[config.mk]
export PLATFORM = sky130hd
export DESIGN_NAME = sent_trig_gen
export DESIGN_NICKNAME = d
export VERILOG_FILES = /design/src/rtl/sent_trig_pkg.sv /design/src/rtl/sent_trig_edge.sv /design/src/rtl/sent_trig_arb.sv /design/src/rtl/sent_trig_timer.sv /design/src/rtl/sent_trig_gen.sv
export SDC_FILE = /design/constraint.sdc
export NUM_CORES = 1
export LEC_CHECK = 0
export BUFFER_PORTS_ARGS = -buffer_cell sky130_fd_sc_hd__buf_4
export CORE_ASPECT_RATIO = 0.8
export CORE_MARGIN = 4
export CORE_UTILIZATION = 53
export DETAILED_ROUTE_END_ITERATION = 7
export GPL_ROUTABILITY_DRIVEN = 0
export PLACE_DENSITY = 0.89
export SYNTH_ARGS = -nofsm -noshare
export SYNTH_HDL_FRONTEND = slang
export SYNTH_HIERARCHICAL = 1
export SYNTH_SLANG_ARGS = --single-unit
[constraint.sdc]
create_clock -name clk -period 2.59 [get_ports clk]
set_input_delay 0.3885 -clock clk [delete_from_list [all_inputs] [get_ports clk]]
set_output_delay 0.3885 -clock clk [all_outputs]
set_load 0.05 [all_outputs]
[src/rtl/sent_trig_pkg.sv]
package sent_trig_pkg;

   typedef enum logic [1:0] {
      ST_IDLE  = 2'd0,
      ST_PULSE = 2'd1,
      ST_WAIT  = 2'd2
   } trig_state_e;

   function automatic int unsigned sel_width(int unsigned n);
      return (n > 1) ? $clog2(n) : 1;
   endfunction

endpackage

[src/rtl/sent_trig_edge.sv]
// Synchroniser plus rising-edge detector for the hardware trigger pin.
module sent_trig_edge #(
   parameter int unsigned STAGES = 2
) (
   input  logic clk,
   input  logic rst_n,
   input  logic pin_i,
   output logic rise_o
);

   logic [STAGES-1:0] sync_q;
   logic              prev_q;

   generate
      if (STAGES < 2) begin : g_bad_stages
         $error("sent_trig_edge: STAGES must be at least 2");
      end
   endgenerate

   always_ff @(posedge clk or negedge rst_n) begin
      if (!rst_n) begin
         sync_q <= '0;
         prev_q <= 1'b0;
      end else begin
         sync_q <= {sync_q[STAGES-2:0], pin_i};
         prev_q <= sync_q[STAGES-1];
      end
   end

   assign rise_o = sync_q[STAGES-1] & ~prev_q;

endmodule

[src/rtl/sent_trig_arb.sv]
// Chooses between hardware and software requests and looks up the slot length.
module sent_trig_arb #(
   parameter int unsigned NUM_SLOTS = 4,
   parameter int unsigned LEN_W     = 12,
   parameter int unsigned SEL_W     = 2
) (
   input  logic                       hw_rise_i,
   input  logic [SEL_W-1:0]           hw_sel_i,
   input  logic                       sw_req_i,
   input  logic [SEL_W-1:0]           sw_sel_i,
   input  logic [NUM_SLOTS*LEN_W-1:0] slot_len_i,
   output logic                       req_o,
   output logic [SEL_W-1:0]           req_sel_o,
   output logic [LEN_W-1:0]           req_len_o,
   output logic                       loser_o
);

   logic [LEN_W-1:0] len_a [NUM_SLOTS];
   logic [LEN_W-1:0] raw_len;
   logic             hw_ok;
   logic             sw_ok;

   generate
      for (genvar i = 0; i < NUM_SLOTS; i++) begin : g_unpack
         assign len_a[i] = slot_len_i[i*LEN_W +: LEN_W];
      end
   endgenerate

   always_comb begin
      hw_ok     = hw_rise_i && (int'(hw_sel_i) < NUM_SLOTS);
      sw_ok     = sw_req_i  && (int'(sw_sel_i) < NUM_SLOTS);
      req_o     = hw_ok | sw_ok;
      loser_o   = hw_ok & sw_ok;
      req_sel_o = hw_ok ? hw_sel_i : sw_sel_i;
      raw_len   = '0;
      for (int i = 0; i < NUM_SLOTS; i++) begin
         if (req_sel_o == SEL_W'(i)) raw_len = len_a[i];
      end
      req_len_o = (raw_len == '0) ? LEN_W'(1) : raw_len;
   end

endmodule

[src/rtl/sent_trig_timer.sv]
// Counts the pulse length as a number of ticks of TICK_DIV clocks each.
module sent_trig_timer #(
   parameter int unsigned LEN_W    = 12,
   parameter int unsigned TICK_DIV = 4
) (
   input  logic             clk,
   input  logic             rst_n,
   input  logic             start_i,
   input  logic [LEN_W-1:0] len_i,
   input  logic             run_i,
   output logic             last_o
);

   logic [LEN_W-1:0] len_q;
   logic [LEN_W-1:0] tick_cnt_q;
   logic             tick;

   generate
      if (TICK_DIV < 1) begin : g_bad_div
         $error("sent_trig_timer: TICK_DIV must be at least 1");
      end
      if (TICK_DIV == 1) begin : g_nodiv
         assign tick = run_i;
      end else begin : g_div
         localparam int unsigned DIV_W = $clog2(TICK_DIV);
         localparam logic [DIV_W-1:0] DIV_TOP = DIV_W'(TICK_DIV - 1);
         logic [DIV_W-1:0] div_q;
         always_ff @(posedge clk or negedge rst_n) begin
            if (!rst_n) begin
               div_q <= '0;
            end else if (start_i) begin
               div_q <= '0;
            end else if (run_i) begin
               div_q <= (div_q == DIV_TOP) ? '0 : div_q + 1'b1;
            end
         end
         assign tick = run_i && (div_q == DIV_TOP);
      end
   endgenerate

   always_ff @(posedge clk or negedge rst_n) begin
      if (!rst_n) begin
         len_q      <= LEN_W'(1);
         tick_cnt_q <= '0;
      end else if (start_i) begin
         len_q      <= len_i;
         tick_cnt_q <= '0;
      end else if (tick) begin
         tick_cnt_q <= tick_cnt_q + 1'b1;
      end
   end

   assign last_o = tick && (tick_cnt_q == len_q - LEN_W'(1));

endmodule

[src/rtl/sent_trig_gen.sv]
module sent_trig_gen
   import sent_trig_pkg::*;
#(
   parameter int unsigned NUM_SLOTS   = 4,
   parameter int unsigned LEN_W       = 12,
   parameter int unsigned TICK_DIV    = 4,
   parameter int unsigned SYNC_STAGES = 2,
   localparam int unsigned SEL_W      = sel_width(NUM_SLOTS),
   localparam int unsigned LENS_W     = NUM_SLOTS * LEN_W
) (
   input  logic              clk,
   input  logic              rst_n,
   input  logic              hw_trig_i,
   input  logic [SEL_W-1:0]  hw_sel_i,
   input  logic              sw_trig_i,
   input  logic [SEL_W-1:0]  sw_sel_i,
   input  logic [LENS_W-1:0] slot_len_i,
   input  logic              frame_end_i,
   input  logic              ovr_clr_i,
   output logic              line_low_o,
   output logic              busy_o,
   output logic              done_o,
   output logic [SEL_W-1:0]  active_sel_o,
   output logic              overrun_o
);

   generate
      if (NUM_SLOTS < 1 || NUM_SLOTS > 4) begin : g_bad_slots
         $error("sent_trig_gen: NUM_SLOTS must be 1 to 4");
      end
      if (LEN_W < 1) begin : g_bad_len
         $error("sent_trig_gen: LEN_W must be at least 1");
      end
   endgenerate

   trig_state_e      state_q;
   logic             hw_rise;
   logic             req;
   logic             loser;
   logic [SEL_W-1:0] req_sel;
   logic [LEN_W-1:0] req_len;
   logic             accept;
   logic             in_pulse;
   logic             last;
   logic             drive_q;
   logic             done_q;
   logic             ovr_q;
   logic             ovr_set;
   logic [SEL_W-1:0] sel_q;

   sent_trig_edge #(.STAGES(SYNC_STAGES)) edge_i (
      .clk    (clk),
      .rst_n  (rst_n),
      .pin_i  (hw_trig_i),
      .rise_o (hw_rise)
   );

   sent_trig_arb #(.NUM_SLOTS(NUM_SLOTS), .LEN_W(LEN_W), .SEL_W(SEL_W)) arb_i (
      .hw_rise_i  (hw_rise),
      .hw_sel_i   (hw_sel_i),
      .sw_req_i   (sw_trig_i),
      .sw_sel_i   (sw_sel_i),
      .slot_len_i (slot_len_i),
      .req_o      (req),
      .req_sel_o  (req_sel),
      .req_len_o  (req_len),
      .loser_o    (loser)
   );

   assign accept   = req && (state_q == ST_IDLE);
   assign in_pulse = (state_q == ST_PULSE);

   sent_trig_timer #(.LEN_W(LEN_W), .TICK_DIV(TICK_DIV)) timer_i (
      .clk     (clk),
      .rst_n   (rst_n),
      .start_i (accept),
      .len_i   (req_len),
      .run_i   (in_pulse),
      .last_o  (last)
   );

   always_ff @(posedge clk or negedge rst_n) begin
      if (!rst_n) begin
         state_q <= ST_IDLE;
         drive_q <= 1'b0;
         sel_q   <= '0;
      end else begin
         unique case (state_q)
            ST_IDLE: begin
               if (accept) begin
                  state_q <= ST_PULSE;
                  drive_q <= 1'b1;
                  sel_q   <= req_sel;
               end
            end
            ST_PULSE: begin
               if (last) begin
                  state_q <= ST_WAIT;
                  drive_q <= 1'b0;
               end
            end
            ST_WAIT: begin
               if (frame_end_i) state_q <= ST_IDLE;
            end
            default: begin
               state_q <= ST_IDLE;
               drive_q <= 1'b0;
            end
         endcase
      end
   end

   assign ovr_set = (req && (state_q != ST_IDLE)) || loser;

   always_ff @(posedge clk or negedge rst_n) begin
      if (!rst_n) begin
         done_q <= 1'b0;
         ovr_q  <= 1'b0;
      end else begin
         done_q <= in_pulse && last;
         ovr_q  <= (ovr_q && !ovr_clr_i) || ovr_set;
      end
   end

   assign line_low_o   = drive_q;
   assign busy_o       = (state_q != ST_IDLE);
   assign done_o       = done_q;
   assign active_sel_o = sel_q;
   assign overrun_o    = ovr_q;

endmodule

* Word-level counts from Yosys, hierarchy flattened
Cells that the tools add are included.
** Storage, ports and cells
- Bits in registers :: 36
- Bits of input ports :: 58
- Output and inout bits :: 6
** Cells by class
- Add/subtract/negate cells :: 3
- Equality and inequality tests :: 10
- Muxes and demuxes :: 18
- Bitwise logic cells :: 5
- Reductions and logical operators :: 18
** Operators with widths (count)
- $mux W12 :: 7
- $mux W2 :: 7
- $add A12 B1 Y12 const B :: 1
- $eq A12 B12 Y1 :: 1
- $logic_not A12 Y1 :: 1
- $sub A12 B1 Y12 const B :: 1
- $eq A2 B2 Y1 const B :: 4
- $logic_and A1 B1 Y1 :: 6
- $pmux W2 S3 :: 1
- $reduce_and A3 Y1 :: 2
- $reduce_bool A2 Y1 :: 3
- $eq A2 B1 Y1 const B :: 2
- $logic_not A2 Y1 :: 2
- $ne A2 B2 Y1 const B :: 2
- $pmux W1 S3 :: 1
- $add A2 B1 Y2 const B :: 1
- $and A1 B1 Y1 :: 2
- $logic_or A1 B1 Y1 :: 2
- $mux W1 :: 2
- $ne A2 B1 Y1 const B :: 1
- $not A1 Y1 :: 2
- $reduce_and A2 Y1 :: 1
- $logic_not A1 Y1 :: 1
- $or A1 B1 Y1 :: 1

* Logic depth before layout (Yosys ltp)
Gate-level depths: netlist of the first run.
- Word-level depth :: 10
- Gate-level depth with buffers :: 11
- Depth with buffers taken out :: 10

* Hierarchy
The synthesis of the first run kept the hierarchy.
** Modules (own cells, without submodules)
- sent_trig_timer :: instances 1, cells each 153, area an instance 1544.0 um2
- sent_trig_arb :: instances 1, cells each 99, area an instance 529.3 um2
- sent_trig_gen :: instances 1, cells each 25, area an instance 307.8 um2
- sent_trig_edge :: instances 1, cells each 4, area an instance 88.8 um2

* Worst setup path after synthesis of the first run
OpenSTA, ideal clock, no wires.
- Path type :: reg-to-reg
- From :: register edge_i.prev_q
- To :: register timer_i.g_div.div_q[0]
- Arrival time :: 1915 ps
- Required time :: 2458 ps
- Path slack :: 543 ps
- Stages on the path, launching flop included :: 9
- Path buffers :: 3
- Clock period less this slack :: 2047 ps
- Cells stage by stage :: dfrtp_1 -> nor2b_4 -> or2_2 -> inv_1 -> nor2_8 -> clkbuf_1 -> clkbuf_1 -> buf_1 -> nor2_1
** On the way
- Longest elaborated chain between the ends :: 5
- Elaborated cells on any way between the ends :: 6
- Those cells by class :: 1 x mux; 3 x bitwise; 2 x reduce/logical
** RTL lines
- from (decl) :: line sent_trig_edge.sv:12 : logic prev_q;
- from (signal assigned) :: line sent_trig_edge.sv:26 : prev_q <= sync_q[STAGES-1];
- $not A1 Y1 * :: line sent_trig_edge.sv:30 : assign rise_o = sync_q[STAGES-1] & ~prev_q;
- $and A1 B1 Y1 * :: line sent_trig_edge.sv:30
- net hw_rise :: line sent_trig_gen.sv:37 : logic hw_rise;
- $or A1 B1 Y1 * :: line sent_trig_arb.sv:32 : req_o = hw_ok | sw_ok;
- net req :: line sent_trig_gen.sv:38 : logic req;
- $logic_and A1 B1 Y1 * :: line sent_trig_gen.sv:70 : assign accept = req && (state_q == ST_IDLE);
- net accept :: line sent_trig_gen.sv:42 : logic accept;
- $mux W2 or $reduce_bool A2 Y1 (tied branches)
- to (signal assigned) :: line sent_trig_timer.sv:34 : div_q <= (div_q == DIV_TOP) ? '0 : div_q + 1'b1;
- to (decl) :: line sent_trig_timer.sv:27 : logic [DIV_W-1:0] div_q;
The timed path passes the listed nets; every way through them passes the cells marked *.
A chain may end at the register's enable or synchronous reset.

* Worst setup path in the final report of the first run
- From :: register timer_i.len_q[6]
- To :: register drive_q (netlist: line_low_o)
** On the way
- Longest elaborated chain between the ends :: 5
** RTL lines
- from (decl) :: line sent_trig_timer.sv:14 : logic [LEN_W-1:0] len_q;
- from (signal assigned) :: line sent_trig_timer.sv:46 : len_q <= len_i;
- $sub A12 B1 Y12 :: line sent_trig_timer.sv:53 : assign last_o = tick && (tick_cnt_q == len_q - LEN_W'(1));
- $eq A12 B12 Y1 :: line sent_trig_timer.sv:53
- $logic_and A1 B1 Y1 :: line sent_trig_timer.sv:53
- net last :: line sent_trig_gen.sv:44 : logic last;
- $ne A2 B1 Y1 (no source line)
- $reduce_and A3 Y1 (no source line)
- to (signal assigned) :: line sent_trig_gen.sv:85 : drive_q <= 1'b0;
- to (signal assigned) :: line sent_trig_gen.sv:92 : drive_q <= 1'b1;
- to (signal assigned) :: line sent_trig_gen.sv:99 : drive_q <= 1'b0;
- to (decl) :: line sent_trig_gen.sv:45 : logic drive_q;
The timed path passes the listed nets, and every way through them passes these cells.

==> Flow_metrics.wiki, run 1 <==
{| class="wikitable"
! Metric !! Value
|-
| Status || finished, final reports clean
|-
| Area taken by flip-flops and latches || 902 sq um
|-
| Hold buffer count at CTS || 0
|-
| RSZ-0062 raised after global routing || false
|-
| TritonCTS buffer count || 5
|-
| Max stage delay cell, worst path || or4bb_1
|-
| Die width || 84.3 um
|-
| Cell accounting for the most synthesized area || dfrtp_1
|-
| Synthesized instance count || 281
|-
| Cells taking the most area after synthesis || dfrtp_1, nand2_1, xor2_1, xnor2_1, mux2_2
|-
| Peak per-stage delay on the critical path || 0.54 ns
|-
| Number of warnings issued by yosys || 6
|-
| Avg Cell Area, Syn || 8.79 sq um
|-
| Slew HR || 67.1%
|-
| Data arrival time of the worst path || 2.57 ns
|-
| Post-CTS Setup Bufs || 0
|-
| Number of antenna cells inserted || 0
|-
| Timing startpoint of the critical path || timer_i/len_q[6]$_DFFE_PN0P_
|-
| Post-route cell area || 3070 sq um
|-
| Global-route usage over all layers || 21.1%
|-
| Area of the mapped netlist || 2470 sq um
|-
| Measured slew at the worst slew-check pin || 0.489 ns
|-
| Quantity of gates resized following cts || 0
|-
| Async set-reset flop share out of synthesis || 100%
|-
| Net count of the finished layout || 402
|-
| Vias in the first global route || 2176
|-
| Clock tree from TritonCTS || done
|-
| Top delay family on crit path || simple AND/OR/NAND/NOR gates
|-
| Post-layout min period || 2.39 ns
|-
| R2r worst-path depth || 8
|-
| Worst setup slack for register-to-register paths || 0.20 ns
|-
| Achievable Freq || 418 MHz
|-
| Number of vias per cell || 5.61
|-
| Die area || 5820 sq um
|-
| Clock input transition at the sequential cells of the worst setup and hold paths || 0.08 ns
|-
| Floorplan core area || 4340 sq um
|-
| Remaining DRCs || 0
|-
| Number of max-cap violations || 0
|-
| Remaining global-route overflow || 0
|-
| Combined buffer and inverter count along the critical path || 0
|-
| Cell mode on critical path || nor2_1
|-
| Fill cell count || 335
|-
| Fraction of final layout cells sized beyond drive strength 1 || 30.4%
|-
| Proportion of netlist area held by the largest area contributor || 35.5%
|-
| Critical Path, Cell by Cell || nor2_1 -> or4bb_1 -> xnor2_1 -> nor4_1 -> o2111a_1 -> nor2_1 -> nand2_1 -> o21ai_0
|-
| Number of distinct library cells after synthesis || 50
|-
| Clock skew || 0.00625 ns
|-
| Area growth from synthesis to layout || 24.3%
|-
| Final-layout setup total negative slack || 0 ns
|-
| Count of nets left with antenna violations after detail routing || 0
|-
| Clock latency at the later pin of the worst-skew pair || 0.30 ns
|-
| Final Hold Fails || 0
|-
| Static Leak || 1.43 nW
|-
| Final Max Slew Viols || 0
|-
| Row Count || 21
|-
| Length of the first detailed-routing pass in iterations || 4
|-
| Post-DP HPWL || 4690 um
|-
| Initial core utilization || 57.0%
|-
| Final Cycle Share || 92.4%
|-
| Count of buffers inserted at the top-level ports || 63
|-
| Kind of start point of the critical path || flip-flop
|-
| Wire length per cell || 15.4 um
|-
| Synthesized net count || 342
|-
| Most used standard cell by instance count after synthesis || nand2_1
|-
| Vertical extent of the die || 69.1 um
|-
| Endpoint of the most critical register-to-register path || line_low_o$_DFFE_PN0P_
|-
| CTS Sinks || 36
|-
| Sequential fraction of the synthesis area || 36.5%
|-
| Largest net degree at the start of global routing || 37
|-
| Number of antenna violations at the first check in global routing || 0
|-
| Post-synth EDFFs || 0
|-
| Critical path depth || 8
|-
| Post-synthesis sequential element count || 36
|-
| I/O Pins || 64
|-
| Worst R2R Start || timer_i/len_q[6]$_DFFE_PN0P_
|-
| Routed vias || 2237
|-
| Class of the worst hold path || primary input to asynchronous set/reset pin
|-
| Type of destination of the critical path || flip-flop
|-
| Number of DRC markers in iteration 0 || 128
|-
| Start-to-end type of the worst setup path || flip-flop to flip-flop
|-
| Setup-violating endpoint count in the final report || 0
|-
| Crit path capture || line_low_o$_DFFE_PN0P_
|-
| Total cell area at the placement stage || 2980 sq um
|-
| Dominant synthesized flop cell || dfrtp_1
|-
| Max Root-Sink Buffers || 2
|-
| Post-detailed-routing wire length || 6140 um
|-
| Maximum fanout count along the critical path || 5
|-
| Area of the multi-input gates || 1480 sq um
|-
| Depth of the CTS H-tree || 2
|-
| Cell area power density || 662 nW/um^2
|-
| Most common library cells after synthesis || nand2_1, dfrtp_1, nor2_1
|-
| First-pass GRT wire length || 9970 um
|-
| Data required, critical path || 2.77 ns
|-
| IR drop worst, VDD || 0.475 mV
|-
| Root cell of the clock tree || clkbuf_8
|}
[cell type report]
class	instances	share of cell area, %
Timing Repair Buffer	66	16.1
Sequential cell	36	29.4
Multi-Input combinational cell	224	48.2
Inverter	8	1.06
Clock buffer	5	2.24
Clock inverter	3	0.611
Tap cell	57	2.32
[power breakdown]
group	internal, mW	switching (mW)	leakage, nW
sequential	0.693	0.179	0.436
combinational	0.366	0.386	0.943
clock	0.187	0.219	0.0479
[state kept, by name (all words and copies together) (netlist names)]
signal and count:
active_sel_o 2, timer_i/tick_cnt_q 12, overrun_o 1, edge_i/sync_q 2
timer_i/len_q 12, edge_i/prev_q 1, state_q 2, line_low_o 1
timer_i/g_div.div_q 2, done_o 1
[worst register-to-register path: stages, from the launching register on]
cell      delay (ns)
dfrtp_1         0.43
nor2_1          0.32
or4bb_1         0.54
xnor2_1         0.15
nor4_1          0.29
o2111a_1        0.33
nor2_1          0.07
nand2_1         0.06
o21ai_0         0.07
[worst min-delay path by stage]
stage                                           from                           endpoint  slack (ns)  depth (start not counted)
after detailed placement  edge_i/sync_q[0]$_DFF_PN0_         edge_i/sync_q[1]$_DFF_PN0_        0.34                          0
final                                          rst_n  timer_i/tick_cnt_q[8]$_DFFE_PN0P_        0.03                          1
after global placement    edge_i/sync_q[0]$_DFF_PN0_         edge_i/sync_q[1]$_DFF_PN0_        0.34                          0
after CTS                                      rst_n  timer_i/tick_cnt_q[8]$_DFFE_PN0P_        0.04                          1
after floorplan                                rst_n        active_sel_o[0]$_DFFE_PN0P_        0.09                          0
after global routing                           rst_n                   done_o$_DFF_PN0_        0.06                          1
[layer usage]
metal	vias to the layer above	part of all wire (%)	track usage, %
li1	1103	-	-
met1	1058	47	30.1
met2	69	46	31.8
met3	7	5.5	4.64
met4	0	1.1	6.79
met5	-	0	0
[logic make-up after synthesis]
logic type	after synthesis	synth area share, %
flops	36	36.5
compound gates	34	9.22
xor+xnor	27	9.57
fa+ha+maj	3	1.52
simple gates	140	30.1
mux	20	9.52
buf+inv	21	3.55
[through the flow]
| step | cells | hold slack (ns) | setup WS, ns | total power [mW] | util [%] |
|---|---|---|---|---|---|
| after global placement | 391 | 0.335 | 0.437 | 1.58 | 68.8 |
| after CTS | 399 | 0.0377 | 0.240 | 2.03 | 70.8 |
| after global routing | 399 | 0.0595 | 0.116 | 2.16 | 70.8 |
| after detailed placement | 391 | 0.339 | 0.252 | 1.62 | 68.8 |
| after floorplan | 281 | 0.0929 | 0.543 | 1.39 | - |
| final | 399 | 0.0339 | 0.198 | 2.03 | 70.8 |
[cells in the final DEF (no fill, tap or decap), drive strengths merged, types with 3 or more instances in the layout]
cell / netlist / final
nand4: 8 / 8
clkinv: 0 / 3
buf: 4 / 66
xor2: 14 / 14
o21ai: 7 / 7
a31oi: 11 / 11
ha: 3 / 3
and3: 13 / 13
mux2: 12 / 12
nor4: 10 / 10
xnor2: 13 / 13
a21oi: 6 / 6
or2: 3 / 3
clkbuf: 9 / 5
nor3: 3 / 3
nand3: 7 / 7
dfrtp: 35 / 35
nand2: 54 / 54
nor2: 29 / 29
and2: 3 / 3
inv: 8 / 8
mux2i: 8 / 8
Note: power is estimated with default switching activity, not from simulation.
==> inputs of run 2 (changes only) <==
--- a/config.mk
+++ b/config.mk
@@ -5,10 +5,11 @@
 export SDC_FILE = /design/constraint.sdc
 export NUM_CORES = 1
 export LEC_CHECK = 0
+export ABC_AREA = 1
 export BUFFER_PORTS_ARGS = -buffer_cell sky130_fd_sc_hd__buf_4
 export CORE_ASPECT_RATIO = 0.8
 export CORE_MARGIN = 4
-export CORE_UTILIZATION = 53
+export CORE_UTILIZATION = 54
 export DETAILED_ROUTE_END_ITERATION = 7
 export GPL_ROUTABILITY_DRIVEN = 0
 export PLACE_DENSITY = 0.89
==> Flow_metrics.wiki, run 2 <==
{| class="wikitable"
! Metric !! Value
|-
| Status || finished, final reports clean
|-
| Static Leak || 1.80 nW (+26%)
|-
| Cell area power density || 802 nW/um^2 (+21%)
|-
| Type of destination of the critical path || flip-flop
|-
| Post-DP HPWL || 5340 um (+14%)
|-
| Data required, critical path || 2.77 ns (about the same)
|-
| Final Cycle Share || 83.0% (-9.4 points)
|-
| Highest-count cells in the layout ignoring fill and taps || nand2_1, inv_1, buf_4
|-
| Layout Utilization || 69.3% (-1.5 points)
|-
| Length of the first detailed-routing pass in iterations || 7 (+3)
|-
| CTS Sinks || 36 (unchanged)
|-
| Post-CTS Setup Bufs || 0 (unchanged)
|-
| Remaining global-route overflow || 0 (unchanged)
|-
| Cell Count, Final, Fillers Out || 528 (+32%)
|-
| Max stage delay cell, worst path || dfstp_2
|-
| First-pass GRT wire length || 11400 um (+14%)
|-
| Most used standard cell by instance count after synthesis || nand2_1
|-
| Number of antenna cells inserted || 0 (unchanged)
|-
| Post-layout min period || 2.15 ns (-0.244 ns)
|-
| I/O Pins || 64 (unchanged)
|-
| Proportion of netlist area held by the largest area contributor || 32.8% (-2.7 points)
|-
| Async set-reset flop share out of synthesis || 100% (unchanged)
|-
| Achievable Freq || 465 MHz (+11%)
|-
| Final-layout setup total negative slack || 0 ns (unchanged)
|-
| Start-to-end type of the worst setup path || flip-flop to flip-flop
|-
| Initial core utilization || 57.1% (+0.089 points)
|-
| Peak per-stage delay on the critical path || 0.56 ns (+0.02 ns)
|-
| Post-synthesis sequential element count || 36 (unchanged)
|-
| Global-route usage over all layers || 22.9% (+1.8 points)
|-
| Synthesized instance count || 406 (+44%)
|-
| Clock latency at the later pin of the worst-skew pair || 0.28 ns (-0.02 ns)
|-
| Total cell area at the placement stage || 3150 sq um (+5.6%)
|-
| Clock tree from TritonCTS || done
|-
| RSZ-0062 raised after global routing || false
|-
| Most common library cells after synthesis || nand2_1, inv_1, nand3_1
|-
| Number of max-cap violations || 0 (unchanged)
|-
| Wire length per cell || 12.7 um (-17%)
|-
| IR drop worst, VDD || 0.474 mV (-0.28%)
|-
| Maximum fanout count along the critical path || 4 (-1)
|-
| Remaining DRCs || 0 (unchanged)
|-
| Post-detailed-routing wire length || 6720 um (+9.4%)
|-
| Depth of the CTS H-tree || 2 (unchanged)
|-
| Top delay family on crit path || simple AND/OR/NAND/NOR gates
|-
| Number of DRC markers in iteration 0 || 280 (+120%)
|-
| Post-route cell area || 3240 sq um (+5.7%)
|-
| Number of vias per cell || 5.23 (-6.8%)
|-
| Cell accounting for the most synthesized area || dfrtp_1
|-
| Kind of start point of the critical path || flip-flop
|-
| Sequential fraction of the synthesis area || 33.8% (-2.7 points)
|-
| Count of buffers inserted at the top-level ports || 63 (unchanged)
|-
| Floorplan core area || 4680 sq um (+7.9%)
|-
| Post-place setup slack || 0.528 ns (+0.276 ns)
|-
| Avg Cell Area, Syn || 6.58 sq um (-25%)
|-
| Number of warnings issued by yosys || 6 (unchanged)
|-
| Synthesized net count || 467 (+37%)
|-
| Final Hold Fails || 0 (unchanged)
|-
| Quantity of gates resized following cts || 0 (unchanged)
|-
| Measured slew at the worst slew-check pin || 0.439 ns (-0.0504 ns)
|-
| Post-synth EDFFs || 0 (unchanged)
|-
| Area growth from synthesis to layout || 21.5%
|-
| Count of nets left with antenna violations after detail routing || 0 (unchanged)
|-
| Clock input transition at the sequential cells of the worst setup and hold paths || 0.07 ns (about the same)
|-
| Fraction of final layout cells sized beyond drive strength 1 || 21.6% (-8.8 points)
|-
| Combined buffer and inverter count along the critical path || 2 (+2)
|-
| Fin Hold WS || 0.0498 ns (+0.0159 ns)
|-
| Dominant synthesized flop cell || dfrtp_1
|-
| Data arrival time of the worst path || 2.33 ns (-0.24 ns)
|-
| Sum of internal, switching and leakage power || 2.60 mW (+28%)
|-
| Slew HR || 70.7% (+3.7 points)
|-
| Cells taking the most area after synthesis || dfrtp_1, nand2_1, nand3_1, inv_1, nor2_1
|-
| Setup-violating endpoint count in the final report || 0 (unchanged)
|-
| Clock skew || 0.00158 ns (-0.00467 ns)
|-
| Most common cell after layout, fill and taps aside || nand2_1
|-
| Vertical extent of the die || 70.9 um (+2.7%)
|-
| Routed vias || 2760 (+23%)
|-
| Net count of the finished layout || 528 (+31%)
|-
| Post-route worst setup slack || 0.441 ns (+0.244 ns)
|-
| Number of distinct library cells after synthesis || 34 (-32%)
|-
| Area of the mapped netlist || 2670 sq um (+8.1%)
|-
| Class of the worst hold path || primary input to asynchronous set/reset pin
|-
| Vias in the first global route || 2567 (+18%)
|-
| Max Root-Sink Buffers || 2 (unchanged)
|-
| Die area || 6140 sq um (+5.5%)
|-
| Hold buffer count at CTS || 0 (unchanged)
|-
| Final Max Slew Viols || 0 (unchanged)
|-
| Placed cells || 520 (+33%)
|-
| Largest net degree at the start of global routing || 37 (unchanged)
|-
| Row Count || 22 (+4.8%)
|-
| Number of antenna violations at the first check in global routing || 0 (unchanged)
|-
| Cell mode on critical path || nand3_1
|-
| Critical Path, Cell by Cell || inv_1 -> ha_1 -> nand3_1 -> nor2_1 -> nand2_1 -> xor2_1 -> nand3_1 -> nor2_1 -> inv_1 -> nand3_1 -> nand3_1 -> nand2_1 -> nand2_1
|-
| Registers with the most flip-flops || timer_i/len_q (12), timer_i/tick_cnt_q (12)
|-
| Die width || 86.6 um (+2.7%)
|-
| TritonCTS buffer count || 5 (unchanged)
|-
| Root cell of the clock tree || clkbuf_8
|}
run 2: changes by cell type in the layout (fill, tap and decap cells not counted), sizes merged, moves of 7 or more:
| cell | previous run | this run |
|---|---|---|
| nand2 | 54 | 123 |
| nor2 | 29 | 50 |
| xnor2 | 13 | 1 |
| o21ai | 7 | 25 |
| nand4 | 8 | 1 |
| mux2 | 12 | 0 |
| and3 | 13 | 0 |
| a31oi | 11 | 0 |
| nand3 | 7 | 55 |
| nor4 | 10 | 2 |
| inv | 8 | 73 |
| xor2 | 14 | 6 |
| mux2i | 8 | 0 |
run 2: logic make-up (layout without fill, tap and decap cells):
family,after synthesis,after routing,synth area share (%)
simple gates,239,239,41.8
buf+inv,82,144,12.9
compound gates,39,39,7.78
flops,36,36,33.8
xor+xnor,7,7,2.30
fa+ha+maj,3,3,1.41
run 2: layout make-up:
| cell class | count | area [sq um] |
|---|---|---|
| Tap cell | 60 | 75.1 |
| Fill cell | 421 | 1440 |
| Timing Repair Buffer | 63 | 473 |
| Multi-Input combinational cell | 288 | 1420 |
| Sequential cell | 36 | 902 |
| Clock buffer | 7 | 86.3 |
| Inverter | 73 | 277 |
| Clock inverter | 1 | 7.51 |
run 2: path summary, 6_finish.rpt:
path	start	endpoint	slack, ns	cells after the start
worst max-delay path	timer_i/len_q[0]$_DFFE_PN1P_	line_low_o$_DFFE_PN0P_	0.44	13
worst max register to register	timer_i/len_q[0]$_DFFE_PN1P_	line_low_o$_DFFE_PN0P_	0.44	13
max in group asynchronous	rst_n	timer_i/len_q[0]$_DFFE_PN1P_	2.21	1
worst min-delay path	rst_n	timer_i/g_div.div_q[1]$_DFFE_PN0P_	0.05	1
worst min register to register	edge_i/sync_q[0]$_DFF_PN0_	edge_i/sync_q[1]$_DFF_PN0_	0.36	0
min in group clk	hw_trig_i	edge_i/sync_q[0]$_DFF_PN0_	0.21	1
run 2: routing by layer:
| layer | routed length [um] | global-route usage, % |
|---|---|---|
| met1 | 3060 | 31.8 |
| met2 | 3130 | 36.4 |
| met3 | 407 | 4.66 |
| met4 | 121 | 6.40 |
| met5 | 0 | 0 |
run 2: report_power, final:
group | switching, mW | total (mW) | internal [mW]
combinational | 0.816 | 1.27 | 0.456
clock | 0.194 | 0.410 | 0.216
sequential | 0.172 | 0.918 | 0.746
==> inputs of run 3 (changes only) <==
==> constraint.sdc (replaced) <==
create_clock -name clk -period 2 [get_ports clk]
set_input_delay 0.3 -clock clk [delete_from_list [all_inputs] [get_ports clk]]
set_output_delay 0.3 -clock clk [all_outputs]
set_load 0.05 [all_outputs]
==> Flow_metrics.wiki, run 3 (synthesized netlist as in run 2, its figures left out) <==
{| class="wikitable"
! Metric !! Value
|-
| Status || finished, final reports clean
|-
| Vias in the first global route || 2671 (+4.1%)
|-
| Routed vias || 2810 (+1.8%)
|-
| Met1 Use GR || 34.3% (+2.5 points)
|-
| Die width || 86.6 um (unchanged)
|-
| Measured slew at the worst slew-check pin || 0.455 ns (+0.0158 ns)
|-
| Data required, critical path || 2.20 ns (-0.57 ns)
|-
| Floorplan core area || 4680 sq um (unchanged)
|-
| CTS Sinks || 36 (unchanged)
|-
| I/O Pins || 64 (unchanged)
|-
| RSZ-0062 raised after global routing || true
|-
| Maximum fanout count along the critical path || 4 (unchanged)
|-
| Net count of the finished layout || 540 (+2.3%)
|-
| Power share of the sequential group || 34.3% (-1.0 points)
|-
| Gr busiest metal || met2
|-
| Area growth from synthesis to layout || 27.1%
|-
| Final-layout setup total negative slack || 0 ns (unchanged)
|-
| Class of the worst hold path || primary input to flip-flop
|-
| Root cell of the clock tree || clkbuf_8
|-
| Vertical extent of the die || 70.9 um (unchanged)
|-
| Final Cycle Share || 99.4% (+16 points)
|-
| Layout Utilization || 72.5% (+3.2 points)
|-
| Final Max Slew Viols || 0 (unchanged)
|-
| Clock input transition at the sequential cells of the worst setup and hold paths || 0.07 ns (about the same)
|-
| Clock skew || 0.00258 ns (+0.00100 ns)
|-
| Highest-count cells in the layout ignoring fill and taps || nand2_1, buf_4, inv_1
|-
| Final Hold Fails || 0 (unchanged)
|-
| Kind of start point of the critical path || flip-flop
|-
| Number of vias per cell || 5.21 (-0.27%)
|-
| Global-route usage over all layers || 24.1% (+1.2 points)
|-
| Remaining DRCs || 0 (unchanged)
|-
| Registers with the most flip-flops || timer_i/len_q (12), timer_i/tick_cnt_q (12)
|-
| Combinational power share || 52.0% (+3.1 points)
|-
| Type of destination of the critical path || flip-flop
|-
| Count of buffers inserted at the top-level ports || 63 (unchanged)
|-
| Achievable Freq || 503 MHz (+8.1%)
|-
| First-pass GRT wire length || 11900 um (+4.8%)
|-
| Static Leak || 1.87 nW (+3.8%)
|-
| Max Root-Sink Buffers || 2 (unchanged)
|-
| Number of antenna violations at the first check in global routing || 0 (unchanged)
|-
| Number of antenna cells inserted || 0 (unchanged)
|-
| Wire length per cell || 13.3 um (+4.6%)
|-
| Internal cell power || 1.90 mW (+34%)
|-
| Remaining global-route overflow || 0 (unchanged)
|-
| M2 GR Usage || 38.2% (+1.8 points)
|-
| IR drop worst, VDD || 0.605 mV (+28%)
|-
| TritonCTS buffer count || 5 (unchanged)
|-
| Length of the first detailed-routing pass in iterations || 5 (-2)
|-
| Slew HR || 69.7% (-1.1 points)
|-
| Clock latency at the later pin of the worst-skew pair || 0.28 ns (about the same)
|-
| Post-DP HPWL || 5680 um (+6.2%)
|-
| Post-layout min period || 1.99 ns (-0.161 ns)
|-
| Sw frac || 46.0% (+0.52 points)
|-
| Data arrival time of the worst path || 2.19 ns (-0.14 ns)
|-
| Largest net degree at the start of global routing || 37 (unchanged)
|-
| Post-detailed-routing wire length || 7170 um (+6.7%)
|-
| Die area || 6140 sq um (unchanged)
|-
| Fraction of final layout cells sized beyond drive strength 1 || 26.1% (+4.5 points)
|-
| Net switching power of the design || 1.61 mW (+37%)
|-
| Setup-violating endpoint count in the final report || 0 (unchanged)
|-
| Clock tree from TritonCTS || done
|-
| Row Count || 22 (unchanged)
|-
| Number of DRC markers in iteration 0 || 228 (-19%)
|-
| Met3 track utilization from global routing || 3.96% (-0.70 points)
|-
| Most common cell after layout, fill and taps aside || nand2_1
|-
| Number of max-cap violations || 0 (unchanged)
|-
| Depth of the CTS H-tree || 2 (unchanged)
|-
| Cell area power density || 1030 nW/um^2 (+29%)
|-
| Initial core utilization || 57.1% (unchanged)
|-
| Start-to-end type of the worst setup path || flip-flop to flip-flop
|-
| Portion of total power attributed to the clock network || 13.7% (-2.1 points)
|-
| Count of nets left with antenna violations after detail routing || 0 (unchanged)
|}
==> run 3: repair_timing <==
| action | 4_1_cts | 5_1_grt |
|---|---|---|
| setup endpoints to repair | 1 | 5 |
| hold endpoints to repair | 35 | 0 |
| setup buffers | 1 | 4 |
| resized for setup | 4 | 16 |
| hold buffers | 1 | 0 |
| pin swaps | 0 | 7 |
==> run 3: critical path, stage by stage, from the launching register on <==
cell and delay, ns:
dfstp_2 0.56, inv_4 0.05, ha_4 0.25, xor2_1 0.13, nand3_1 0.09, nor2_1 0.11, nand3_1 0.07, nor2_1 0.11
nand2_1 0.07, nor2_2 0.11, inv_2 0.05, buf_4 0.13, o22ai_1 0.16
==> run 3: through the flow <==
step / instances / hold WS (ns) / power, mW / setup slack [ns] / area (sq um)
4_1_cts: 535 / 0.116 / 3.39 / 0.00509 / 3310
3_5_place_dp: 526 / 0.283 / 2.87 / -0.0577 / 3210
6_report: 539 / 0.124 / 3.51 / 0.0121 / 3390
3_3_place_gp: 526 / 0.281 / 2.79 / 0.0391 / 3210
5_1_grt: 539 / 0.109 / 3.81 / -0.149 / 3390
2_1_floorplan: 406 / 0.00441 / 2.37 / 0.157 / 2670
==> run 3: per-layer routing <==
metal,vias to the layer above,routed length [um]
met5,-,0
li1,1408,-
met2,116,3370
met3,10,499
met1,1276,3200
met4,0,96
==> run 3: power by group through the flow <==
stage | sequential [mW] | combinational [mW] | clock [mW]
floorplan | 1.25 | 1.12 | 0
global placement | 1.19 | 1.60 | 0
detailed placement | 1.20 | 1.67 | 0
CTS | 1.19 | 1.71 | 0.496
global route | 1.24 | 2.05 | 0.520
finish | 1.20 | 1.83 | 0.479
==> run 3: final timing paths <==
check | from | endpoint | slack [ns] | depth (start not counted)
min in group asynchronous | rst_n | timer_i/g_div.div_q[1]$_DFFE_PN0P_ | 0.51 | 2
max in group asynchronous | rst_n | timer_i/len_q[0]$_DFFE_PN1P_ | 1.15 | 2
worst max-delay path | timer_i/len_q[0]$_DFFE_PN1P_ | state_q[1]$_DFFE_PN0P_ | 0.01 | 12
worst max register to register | timer_i/len_q[0]$_DFFE_PN1P_ | state_q[1]$_DFFE_PN0P_ | 0.01 | 12
worst min-delay path | hw_trig_i | edge_i/sync_q[0]$_DFF_PN0_ | 0.12 | 1
worst min register to register | edge_i/sync_q[0]$_DFF_PN0_ | edge_i/sync_q[1]$_DFF_PN0_ | 0.35 | 0
==> run 3: final cells by class <==
cell class / instances / area, sq um
clock buffers: 6 / 72.6
clock inverters: 1 / 5.00
fillers: 372 / 1280
inverters: 73 / 279
multi-input cells: 288 / 1480
flip-flops and latches: 36 / 902
well taps: 60 / 75.1
repair buffers: 75 / 578
